**config.mk**
```make
export PLATFORM = sky130hd
export DESIGN_NAME = cfg_route_top
export DESIGN_NICKNAME = d
export VERILOG_FILES = /design/src/rtl/cfg_route_pkg.sv /design/src/rtl/cfg_tag_decode.sv /design/src/rtl/cfg_maxdev.sv /design/src/rtl/cfg_route_seq.sv /design/src/rtl/cfg_route_top.sv
export SDC_FILE = /design/constraint.sdc
export NUM_CORES = 1
export LEC_CHECK = 0
export BUFFER_PORTS_ARGS = -buffer_cell sky130_fd_sc_hd__buf_2
export CORE_AREA = 4 4 130 132
export CTS_CLUSTER_SIZE = 25
export DETAILED_ROUTE_END_ITERATION = 8
export DIE_AREA = 0 0 134 136
export HOLD_SLACK_MARGIN = 0.03
export PLACE_DENSITY = 0.64
export SYNTH_ARGS = -nofsm -noshare
export SYNTH_HDL_FRONTEND = slang
export SYNTH_SLANG_ARGS = --single-unit
```
**constraint.sdc**
```tcl
create_clock -name clk -period 3.1 [get_ports clk]
set_input_delay 0.155 -clock clk [delete_from_list [all_inputs] [get_ports clk]]
set_output_delay 0.155 -clock clk [all_outputs]
set_load 0.1 [all_outputs]
```
**src/rtl/cfg_route_pkg.sv**
```systemverilog
package cfg_route_pkg;

   // Descriptor word fields the translation unit decodes
   localparam int unsigned DESC_RID_BIT = 23;
   localparam logic [3:0]  CFG_TYPE0    = 4'hA;
   localparam logic [3:0]  CFG_TYPE1    = 4'hB;

   typedef enum logic [1:0] {
      RT_REJECT = 2'd0,
      RT_LOCAL  = 2'd1,
      RT_REMOTE = 2'd2
   } route_e;

   typedef enum logic [2:0] {
      ST_IDLE = 3'd0,
      ST_LOC  = 3'd1,
      ST_WADR = 3'd2,
      ST_WDSC = 3'd3,
      ST_REM  = 3'd4,
      ST_RSP  = 3'd5
   } seq_state_e;

endpackage

```
**src/rtl/cfg_tag_decode.sv**
```systemverilog
module cfg_tag_decode
   import cfg_route_pkg::*;
#(
   parameter int TAG_W   = 32,
   parameter int BUS_W   = 8,
   parameter int DEV_W   = 5,
   parameter int FN_W    = 3,
   parameter int REG_W   = 12,
   parameter int OFF_W   = 16,
   parameter int BUS_MIN = 0,
   localparam int LADDR_W = DEV_W + FN_W + REG_W,
   localparam int BUS_LSB = LADDR_W
) (
   input  logic [TAG_W-1:0]   tag,
   input  logic [OFF_W-1:0]   off,
   output logic [BUS_W-1:0]   bus,
   output logic [LADDR_W-1:0] laddr,
   output route_e             route,
   output logic               type1
);

   localparam logic [BUS_W-1:0] BUS_ROOT = BUS_W'(BUS_MIN);
   localparam logic [BUS_W-1:0] BUS_NEXT = BUS_W'(BUS_MIN + 1);

   logic [DEV_W-1:0] dev;
   logic [FN_W-1:0]  fn;
   logic             off_big;
   logic             on_root;
   logic             on_next;
   logic             dev_bad;

   assign bus = tag[BUS_LSB +: BUS_W];
   assign dev = tag[REG_W + FN_W +: DEV_W];
   assign fn  = tag[REG_W +: FN_W];

   generate
      if (TAG_W > BUS_LSB + BUS_W) begin : g_hi_unused
         logic unused_tag_hi;
         assign unused_tag_hi = ^tag[TAG_W-1:BUS_LSB + BUS_W];
      end
   endgenerate

   logic unused_tag_lo;
   assign unused_tag_lo = ^tag[REG_W-1:0];

   // Offset range: only a wider offset field can overflow the register space
   generate
      if (OFF_W > REG_W) begin : g_off_wide
         assign off_big = |off[OFF_W-1:REG_W];
      end else begin : g_off_fit
         assign off_big = 1'b0;
      end
   endgenerate

   assign laddr   = {dev, fn, off[REG_W-1:0]};
   assign on_root = (bus == BUS_ROOT);
   assign on_next = (bus == BUS_NEXT);
   assign dev_bad = (dev != '0) && (on_root || on_next);
   assign type1   = !on_next;

   always_comb begin
      if (off_big || dev_bad) begin
         route = RT_REJECT;
      end else if (on_root) begin
         route = RT_LOCAL;
      end else begin
         route = RT_REMOTE;
      end
   end

endmodule

```
**src/rtl/cfg_maxdev.sv**
```systemverilog
module cfg_maxdev #(
   parameter int BUS_W   = 8,
   parameter int DEV_W   = 5,
   parameter int BUS_MIN = 0,
   localparam int CNT_W  = DEV_W + 1
) (
   input  logic [BUS_W-1:0] qry_bus,
   output logic [CNT_W-1:0] qry_maxdev
);

   localparam logic [BUS_W-1:0] BUS_ROOT = BUS_W'(BUS_MIN);
   localparam logic [BUS_W-1:0] BUS_NEXT = BUS_W'(BUS_MIN + 1);
   localparam logic [CNT_W-1:0] ALL_DEV  = CNT_W'(1) << DEV_W;
   localparam logic [CNT_W-1:0] ONE_DEV  = CNT_W'(1);

   always_comb begin
      if ((qry_bus == BUS_ROOT) || (qry_bus == BUS_NEXT)) begin
         qry_maxdev = ONE_DEV;
      end else begin
         qry_maxdev = ALL_DEV;
      end
   end

endmodule

```
**src/rtl/cfg_route_seq.sv**
```systemverilog
module cfg_route_seq
   import cfg_route_pkg::*;
#(
   parameter int BUS_W   = 8,
   parameter int DATA_W  = 32,
   parameter int LADDR_W = 20
) (
   input  logic               clk,
   input  logic               rst_n,
   input  logic               req_valid,
   output logic               req_ready,
   input  logic               req_write,
   input  logic [DATA_W-1:0]  req_wdata,
   input  route_e             dec_route,
   input  logic               dec_type1,
   input  logic [BUS_W-1:0]   dec_bus,
   input  logic [LADDR_W-1:0] dec_laddr,
   output logic               rsp_valid,
   output logic [DATA_W-1:0]  rsp_rdata,
   output logic               loc_valid,
   output logic               loc_write,
   output logic [LADDR_W-1:0] loc_addr,
   output logic [DATA_W-1:0]  loc_wdata,
   input  logic               loc_done,
   input  logic [DATA_W-1:0]  loc_rdata,
   output logic               win_valid,
   output logic               win_sel,
   output logic [DATA_W-1:0]  win_data,
   input  logic               win_done,
   output logic               rem_valid,
   output logic               rem_write,
   output logic [LADDR_W-1:0] rem_addr,
   output logic [DATA_W-1:0]  rem_wdata,
   input  logic               rem_done,
   input  logic [DATA_W-1:0]  rem_rdata,
   input  logic               rem_err
);

   localparam logic [DATA_W-1:0] ALL_ONES  = '1;
   localparam logic [DATA_W-1:0] WIN_SPAN  = DATA_W'(LADDR_W - 1);
   localparam logic [DATA_W-1:0] RID_FLAG  = DATA_W'(1) << DESC_RID_BIT;

   seq_state_e             st_q, st_d;
   logic                   wr_q;
   logic [DATA_W-1:0]      wdata_q;
   logic [LADDR_W-1:0]     laddr_q;
   logic [BUS_W-1:0]       bus_q;
   logic                   type1_q;
   logic [DATA_W-1:0]      rdata_q;
   logic                   accept;
   logic [DATA_W-1:0]      win_word0;
   logic [DATA_W-1:0]      win_word1;

   assign accept = req_valid && req_ready;

   // Window words: bus number above the window span, then the descriptor
   assign win_word0 = (DATA_W'(bus_q) << LADDR_W) | WIN_SPAN;
   assign win_word1 = RID_FLAG | DATA_W'(type1_q ? CFG_TYPE1 : CFG_TYPE0);

   always_comb begin
      st_d = st_q;
      unique case (st_q)
         ST_IDLE: begin
            if (accept) begin
               unique case (dec_route)
                  RT_LOCAL:  st_d = ST_LOC;
                  RT_REMOTE: st_d = ST_WADR;
                  default:   st_d = ST_RSP;
               endcase
            end
         end
         ST_LOC:  if (loc_done) st_d = ST_RSP;
         ST_WADR: if (win_done) st_d = ST_WDSC;
         ST_WDSC: if (win_done) st_d = ST_REM;
         ST_REM:  if (rem_done) st_d = ST_RSP;
         ST_RSP:  st_d = ST_IDLE;
         default: st_d = ST_IDLE;
      endcase
   end

   always_ff @(posedge clk) begin
      if (!rst_n) begin
         st_q    <= ST_IDLE;
         wr_q    <= 1'b0;
         wdata_q <= '0;
         laddr_q <= '0;
         bus_q   <= '0;
         type1_q <= 1'b0;
         rdata_q <= '0;
      end else begin
         st_q <= st_d;
         if (accept) begin
            wr_q    <= req_write;
            wdata_q <= req_wdata;
            laddr_q <= dec_laddr;
            bus_q   <= dec_bus;
            type1_q <= dec_type1;
            if (dec_route == RT_REJECT) begin
               rdata_q <= req_write ? '0 : ALL_ONES;
            end
         end
         if (st_q == ST_LOC && loc_done) begin
            rdata_q <= wr_q ? '0 : loc_rdata;
         end
         if (st_q == ST_REM && rem_done) begin
            if (wr_q) begin
               rdata_q <= '0;
            end else begin
               rdata_q <= rem_err ? ALL_ONES : rem_rdata;
            end
         end
      end
   end

   assign req_ready = (st_q == ST_IDLE);
   assign rsp_valid = (st_q == ST_RSP);
   assign rsp_rdata = rdata_q;

   assign loc_valid = (st_q == ST_LOC);
   assign loc_write = wr_q;
   assign loc_addr  = laddr_q;
   assign loc_wdata = wdata_q;

   assign win_valid = (st_q == ST_WADR) || (st_q == ST_WDSC);
   assign win_sel   = (st_q == ST_WDSC);
   assign win_data  = win_sel ? win_word1 : win_word0;

   assign rem_valid = (st_q == ST_REM);
   assign rem_write = wr_q;
   assign rem_addr  = laddr_q;
   assign rem_wdata = wdata_q;

endmodule

```
**src/rtl/cfg_route_top.sv**
```systemverilog
module cfg_route_top
   import cfg_route_pkg::*;
#(
   parameter int TAG_W   = 32,
   parameter int BUS_W   = 8,
   parameter int DEV_W   = 5,
   parameter int FN_W    = 3,
   parameter int REG_W   = 12,
   parameter int OFF_W   = 16,
   parameter int DATA_W  = 32,
   parameter int BUS_MIN = 0,
   localparam int LADDR_W = DEV_W + FN_W + REG_W,
   localparam int CNT_W   = DEV_W + 1
) (
   input  logic               clk,
   input  logic               rst_n,
   input  logic               req_valid,
   output logic               req_ready,
   input  logic [TAG_W-1:0]   req_tag,
   input  logic [OFF_W-1:0]   req_off,
   input  logic               req_write,
   input  logic [DATA_W-1:0]  req_wdata,
   output logic               rsp_valid,
   output logic [DATA_W-1:0]  rsp_rdata,
   output logic               loc_valid,
   output logic               loc_write,
   output logic [LADDR_W-1:0] loc_addr,
   output logic [DATA_W-1:0]  loc_wdata,
   input  logic               loc_done,
   input  logic [DATA_W-1:0]  loc_rdata,
   output logic               win_valid,
   output logic               win_sel,
   output logic [DATA_W-1:0]  win_data,
   input  logic               win_done,
   output logic               rem_valid,
   output logic               rem_write,
   output logic [LADDR_W-1:0] rem_addr,
   output logic [DATA_W-1:0]  rem_wdata,
   input  logic               rem_done,
   input  logic [DATA_W-1:0]  rem_rdata,
   input  logic               rem_err,
   input  logic [BUS_W-1:0]   qry_bus,
   output logic [CNT_W-1:0]   qry_maxdev
);

   // Elaboration-time parameter checks
   generate
      if (TAG_W < LADDR_W + BUS_W) begin : g_bad_tag
         initial $fatal(1, "TAG_W too narrow for bus/device/function fields");
      end
      if (OFF_W < REG_W) begin : g_bad_off
         initial $fatal(1, "OFF_W must cover the register offset");
      end
      if (DATA_W < BUS_W + LADDR_W || DATA_W <= DESC_RID_BIT) begin : g_bad_data
         initial $fatal(1, "DATA_W too narrow for window words");
      end
      if (BUS_MIN < 0 || BUS_MIN >= (1 << BUS_W) - 1) begin : g_bad_min
         initial $fatal(1, "BUS_MIN must leave room for the next bus");
      end
   endgenerate

   logic [BUS_W-1:0]   dec_bus;
   logic [LADDR_W-1:0] dec_laddr;
   route_e             dec_route;
   logic               dec_type1;

   cfg_tag_decode #(
      .TAG_W(TAG_W), .BUS_W(BUS_W), .DEV_W(DEV_W), .FN_W(FN_W),
      .REG_W(REG_W), .OFF_W(OFF_W), .BUS_MIN(BUS_MIN)
   ) u_dec (
      .tag(req_tag), .off(req_off), .bus(dec_bus), .laddr(dec_laddr),
      .route(dec_route), .type1(dec_type1)
   );

   cfg_route_seq #(
      .BUS_W(BUS_W), .DATA_W(DATA_W), .LADDR_W(LADDR_W)
   ) u_seq (
      .clk(clk), .rst_n(rst_n),
      .req_valid(req_valid), .req_ready(req_ready),
      .req_write(req_write), .req_wdata(req_wdata),
      .dec_route(dec_route), .dec_type1(dec_type1),
      .dec_bus(dec_bus), .dec_laddr(dec_laddr),
      .rsp_valid(rsp_valid), .rsp_rdata(rsp_rdata),
      .loc_valid(loc_valid), .loc_write(loc_write), .loc_addr(loc_addr),
      .loc_wdata(loc_wdata), .loc_done(loc_done), .loc_rdata(loc_rdata),
      .win_valid(win_valid), .win_sel(win_sel), .win_data(win_data),
      .win_done(win_done),
      .rem_valid(rem_valid), .rem_write(rem_write), .rem_addr(rem_addr),
      .rem_wdata(rem_wdata), .rem_done(rem_done), .rem_rdata(rem_rdata),
      .rem_err(rem_err)
   );

   cfg_maxdev #(
      .BUS_W(BUS_W), .DEV_W(DEV_W), .BUS_MIN(BUS_MIN)
   ) u_maxdev (
      .qry_bus(qry_bus), .qry_maxdev(qry_maxdev)
   );

endmodule

```
Word-level counts from Yosys, hierarchy flattened
Cells that the tools add are included.
{ "word_totals": {"ff_bits": 97, "input_bits": 160} }
{ "op_classes": {"eq_ne": 14, "n_mux": 20, "reduce_logical": 19} }
{ "op_table": {"columns": ["operator", "n"], "rows": [
  ["32-bit two-way mux", 9],
  ["8-bit by 1-bit equality test with 1-bit output (second input constant)", 2],
  ["8-bit zero test", 2],
  ["3-bit two-way mux", 5],
  ["3-bit one-hot mux with 5 select lines", 1],
  ["3-bit by 2-bit equality test with 1-bit output (second input constant)", 2],
  ["3-bit equality test (second input constant)", 2],
  ["6-bit two-way mux", 1],
  ["2-bit inequality test (second input constant)", 3],
  ["3-bit one-hot mux with 2 select lines", 1],
  ["3-bit nonzero test", 2],
  ["5-bit AND reduction", 1],
  ["5-bit nonzero test", 1],
  ["1-bit logical AND", 4],
  ["1-bit logical OR", 4],
  ["2-bit two-way mux", 2],
  ["2-bit by 1-bit inequality test with 1-bit output (second input constant)", 2],
  ["4-bit OR reduction", 1],
  ["3-bit by 1-bit equality test with 1-bit output (second input constant)", 1],
  ["3-bit zero test", 1],
  ["2-bit by 1-bit equality test with 1-bit output (second input constant)", 1],
  ["2-bit equality test (second input constant)", 1],
  ["2-bit zero test", 1],
  ["2-bit AND reduction", 1],
  ["2 further kinds", 2]
]} }

Depth between registers and ports, before layout
{ "depth": {"depth_word": 10, "ltp_mapped": 8, "ltp_nobuf": 7} }

Modules after synthesis
From an unflattened synthesis, not the netlist that was laid out.
{ "hier_totals": {"cells_unflattened": 700, "area_unflattened_um2": 5286.3} }
{ "by_module_without_submodules": {"columns": ["module", "instances", "cells_per_inst", "area_each_um2"], "rows": [
  ["cfg_route_seq", 1, 654, 4951.0],
  ["cfg_tag_decode", 1, 37, 274.0],
  ["cfg_maxdev", 1, 9, 61.3]
]} }

Worst setup path after synthesis
No wires, ideal clock.
{ "synth_timing": {"path_kind": "register -> output", "startpoint": "reg u_seq.st_q[2]", "endpoint": "out win_data[3]", "t_arrival_ns": 2.946, "slack_ns": -0.001, "path_stages_with_launch": 7, "n_path_buf": 3, "cell_sequence": "dfxtp_1 > buf_2 > inv_1 > nand3_1 > clkbuf_1 > inv_1 > buf_4"} }
{ "synth_via": {"elab_chain_cells": 2} }
{ "synth_lines": {"columns": ["element", "line_no", "source"], "rows": [
  ["start: declaration", "cfg_route_seq.sv:43", "seq_state_e st_q, st_d;"],
  ["start signal: assignment", "cfg_route_seq.sv:91", "st_q <= st_d;"],
  ["3-bit by 2-bit equality test with 1-bit output", "cfg_route_seq.sv:125", "assign win_sel = (st_q == ST_WDSC);"],
  ["via win_sel", "cfg_route_top.sv:32", "output logic win_sel,"],
  ["32-bit two-way mux", "cfg_route_seq.sv:126", "assign win_data = win_sel ? win_word1 : win_word0;"],
  ["end: declaration", "cfg_route_top.sv:33", "output logic [DATA_W-1:0] win_data,"]
]} }
The timed path passes the listed nets, and every way through them passes these cells.

Worst setup path in the final report
{ "layout_timing": {"startpoint": "reg u_seq.st_q[2]", "endpoint": "out win_data[26]"} }
{ "layout_via": {"elab_chain_cells": 2} }
{ "layout_lines": {"columns": ["element", "line_no"], "rows": [
  ["3-bit by 2-bit equality test with 1-bit output", "cfg_route_seq.sv:125"],
  ["32-bit two-way mux", "cfg_route_seq.sv:126"]
]} }
No other way between the ends.

==> results.yml <==
placement:
  gp_congestion: 0.742
  hpwlAfterDp_um: 11200
  place.port_buffers: 299
  post-place-ws_ps: 501
power:
  powerDensity_nw_per_um2: 819
  p_int_mw: 2.42
  pwr-share-seq_pct: 28.7
  comb_power_share_pct: 50.9
  fin_total_pwr_mw: 5.32
  ir_drop_mv: 0.499
  clkPwrFrac_pct: 20.4
  p_sw_share_pct: 54.5
  p_sw_mw: 2.90
  p_leak_nw: 3.16
logic_synthesis:
  synth.area.top_cells: "dfxtp_1 41%, buf_4 13%, nand2_1 10%"
  syn_avg_cell_area_um2: 8.35
  yosysTopAreaCell: "dfxtp_1"
  synthDistinctLibCells: 42
  synth_fa_ha_area_share_pct: 0.267
  synth.cell_area_um2: 4690
  synth_compound_area_share_pct: 22.4
  yosys.area_share.simple_pct: 17.9
  synth_xor_area_share_pct: 0
  ys_async_sr_fraction_pct: 0
  netlist.area_leader.share_pct: 41.4
  ys_seq_elements: 97
  synthMuxAreaShare_pct: 0.480
  synth_top_flop_cell: "dfxtp_1"
  syn_inst: 562
  synth_top_family_by_area: "compound AO/OA/AOI/OAI gates"
  ys_seq_area_share_pct: 41.4
  ys_warn_count: 0
  synth_edf_count: 0
worst_setup_path:
  worstPathCellList: "inv_1 -> nand3_1 -> and2_1 -> buf_2"
  worst_ep_arrival_time_ps: 2110
  cp.required_ps: 2940
  slowest_stage: "dfxtp_1"
  crit_fanout: 13
  critPathLaunchType: "flip-flop"
  path_buf_inv: 2
  slowest_delay_ps: 590
  cp-end-kind: "primary output"
  crit_family: "simple AND/OR/NAND/NOR gates"
  crit_type: "reg2out"
routing:
  num_vias: 4645
  wirelength_um: 15200
  routed_via_density: 4.47
  ant_nets: 0
  dr.pass1.iters: 4
  wl_per_cell_um: 14.7
  drc_errors: 0
  drtIter0Drc: 123
cts:
  clkLatencyLatePin_ps: 340
  clock_path_buffers: 2
  htree_levels: 3
  clk_pin_slew_ps: 70
  numCtsBuffers: 9
  cts_root_buffer: "clkbuf_16"
  clock_sinks: 97
  postCtsSetupBuffers: 0
  cts_tree: "built"
cells_and_area:
  syn_to_final_growth_pct: 38.2
  layout_common_cells: "299 x buf_2, 126 x nand2_1, 97 x dfxtp_1"
  layout_commonest_cell: "buf_2"
  seq_area_um2: 1940
  utilization_pct: 41.3
  drive_above_1_share_pct: 40.8
  fillers: 1630
  diodes: 0
  nNetsFinal: 980
  multi_input_area_um2: 2030
die:
  io_pins: 342
  die_area_um2: 18200
  fp-row-count: 46
  start_util_pct: 29.9
  coreArea_um2: 15700
  die_x_um: 134
  dieHeight_um: 136
global_route:
  grt-ovfl-total: 0
  grt_pass1_vias: 4339
  grt_use_total_pct: 15.7
  grt_pass1_wl_um: 22800
  grt_max_degree: 56
  antenna_found_initial: 1
flow_run:
  cap_viol_max_count: 0
timing:
  slew_headroom_pct: 54.7
  fin_setup_tns_ps: 0
  rsz0062_at_grt: "no"
  worst_pin_slew_ps: 680
  fin_crit_ps: 2260
  setup_slack_ps: 837
  final.period_utilization_pct: 73.0
  final_hold_viol_count: 0
  fmax_ghz: 0.442
  setup_viol: 0
  final.setup_skew_ps: 6.30
  fin_hold_ws_ps: 52.2
  drv_slew: 0
status:
  status: "complete, no violations"
min_path:
  hold_class: "in2reg"
## registers in the layout, summed over array words and instances (netlist names)
name and flops:
u_seq.bus_q 8, u_seq.loc_wdata 32, u_seq.type1_q 1, u_seq.loc_addr 20
u_seq.rsp_rdata 32, u_seq.loc_write 1, u_seq.st_q 3
## final timing paths
path,end,slack (ps),depth (start not counted),from
setup / recovery,win_data[26],840,4,u_seq.st_q[2]$_SDFFE_PN0P_
hold / removal,u_seq.loc_addr[13]$_SDFFE_PN0P_,50,3,req_tag[13]
setup reg to reg,u_seq.loc_wdata[1]$_SDFFE_PN0P_,1060,5,u_seq.st_q[2]$_SDFFE_PN0P_
hold reg to reg,u_seq.bus_q[1]$_SDFFE_PN0P_,450,2,u_seq.bus_q[1]$_SDFFE_PN0P_
## per-stage QoR
| stage | std cells | area [um^2] |
|---|---|---|
| CTS | 1040 | 6490 |
| finish | 1040 | 6490 |
| floorplan | 585 | 4780 |
| global placement | 986 | 5820 |
| detailed placement | 986 | 5820 |
| global route | 1040 | 6490 |
## power by group through the flow
stage | combinational (mW) | clock (mW) | sequential (mW)
after floorplan | 1.29 | 0 | 2.62
final | 2.70 | 1.08 | 1.53
after detailed placement | 2.69 | 0 | 1.55
after global placement | 2.68 | 0 | 1.55
after global routing | 2.81 | 1.20 | 1.55
after CTS | 2.73 | 1.14 | 1.53
## area by class of cell
type                       instances  area share, %
inverter                           5          0.289
timing repair buffer             345           29.9
multi-input combinational        361           31.3
sequential                        97           29.9
clock buffer                       9           3.47
clock inverter                     7          0.965
tap                              216           4.17
## cell families after synthesis
kind of cell | Yosys count
and+or+nand+nor | 193
AOI/OAI and AO/OA | 140
buffers and inverters | 127
DFF | 97
muxes | 2
other | 2
adders and majority gates | 1
## synth_stat cells (2+ instances only)
| master | count |
|---|---|
| clkbuf_1 | 24 |
| inv_1 | 4 |
| mux2_1 | 2 |
| conb_1 | 2 |
| o2bb2ai_1 | 32 |
| a21oi_1 | 65 |
| nand2_1 | 127 |
| buf_4 | 79 |
| dfxtp_1 | 97 |
| a31oi_1 | 2 |
| and2_1 | 9 |
| buf_2 | 16 |
| nand3_1 | 2 |
| or4_4 | 2 |
| nor4_1 | 3 |
| nand3b_1 | 2 |
| buf_6 | 3 |
| nor2_1 | 34 |
| nor3_1 | 3 |
| o221a_1 | 32 |
## worst register-to-register path: stages, from the launching register on
cell and delay, ps:
dfxtp_1 440, nor3_2 420, nand2_2 470, buf_4 410, nand2_1 100, a21oi_1 60
## routing by layer
layer	track usage [%]	routed length, um	vias up
met5	0	15	-
met3	4.33	1330	13
met1	18.7	6340	2073
li1	-	-	2340
met2	27.8	7360	217
met4	4.80	195	2
## what timing repair did
action                    4_1_cts  5_1_grt
hold buffers                   38        0
hold endpoints to repair       38        0
resized for setup               0        0
No activity file was read; power rests on OpenSTA's default activity.
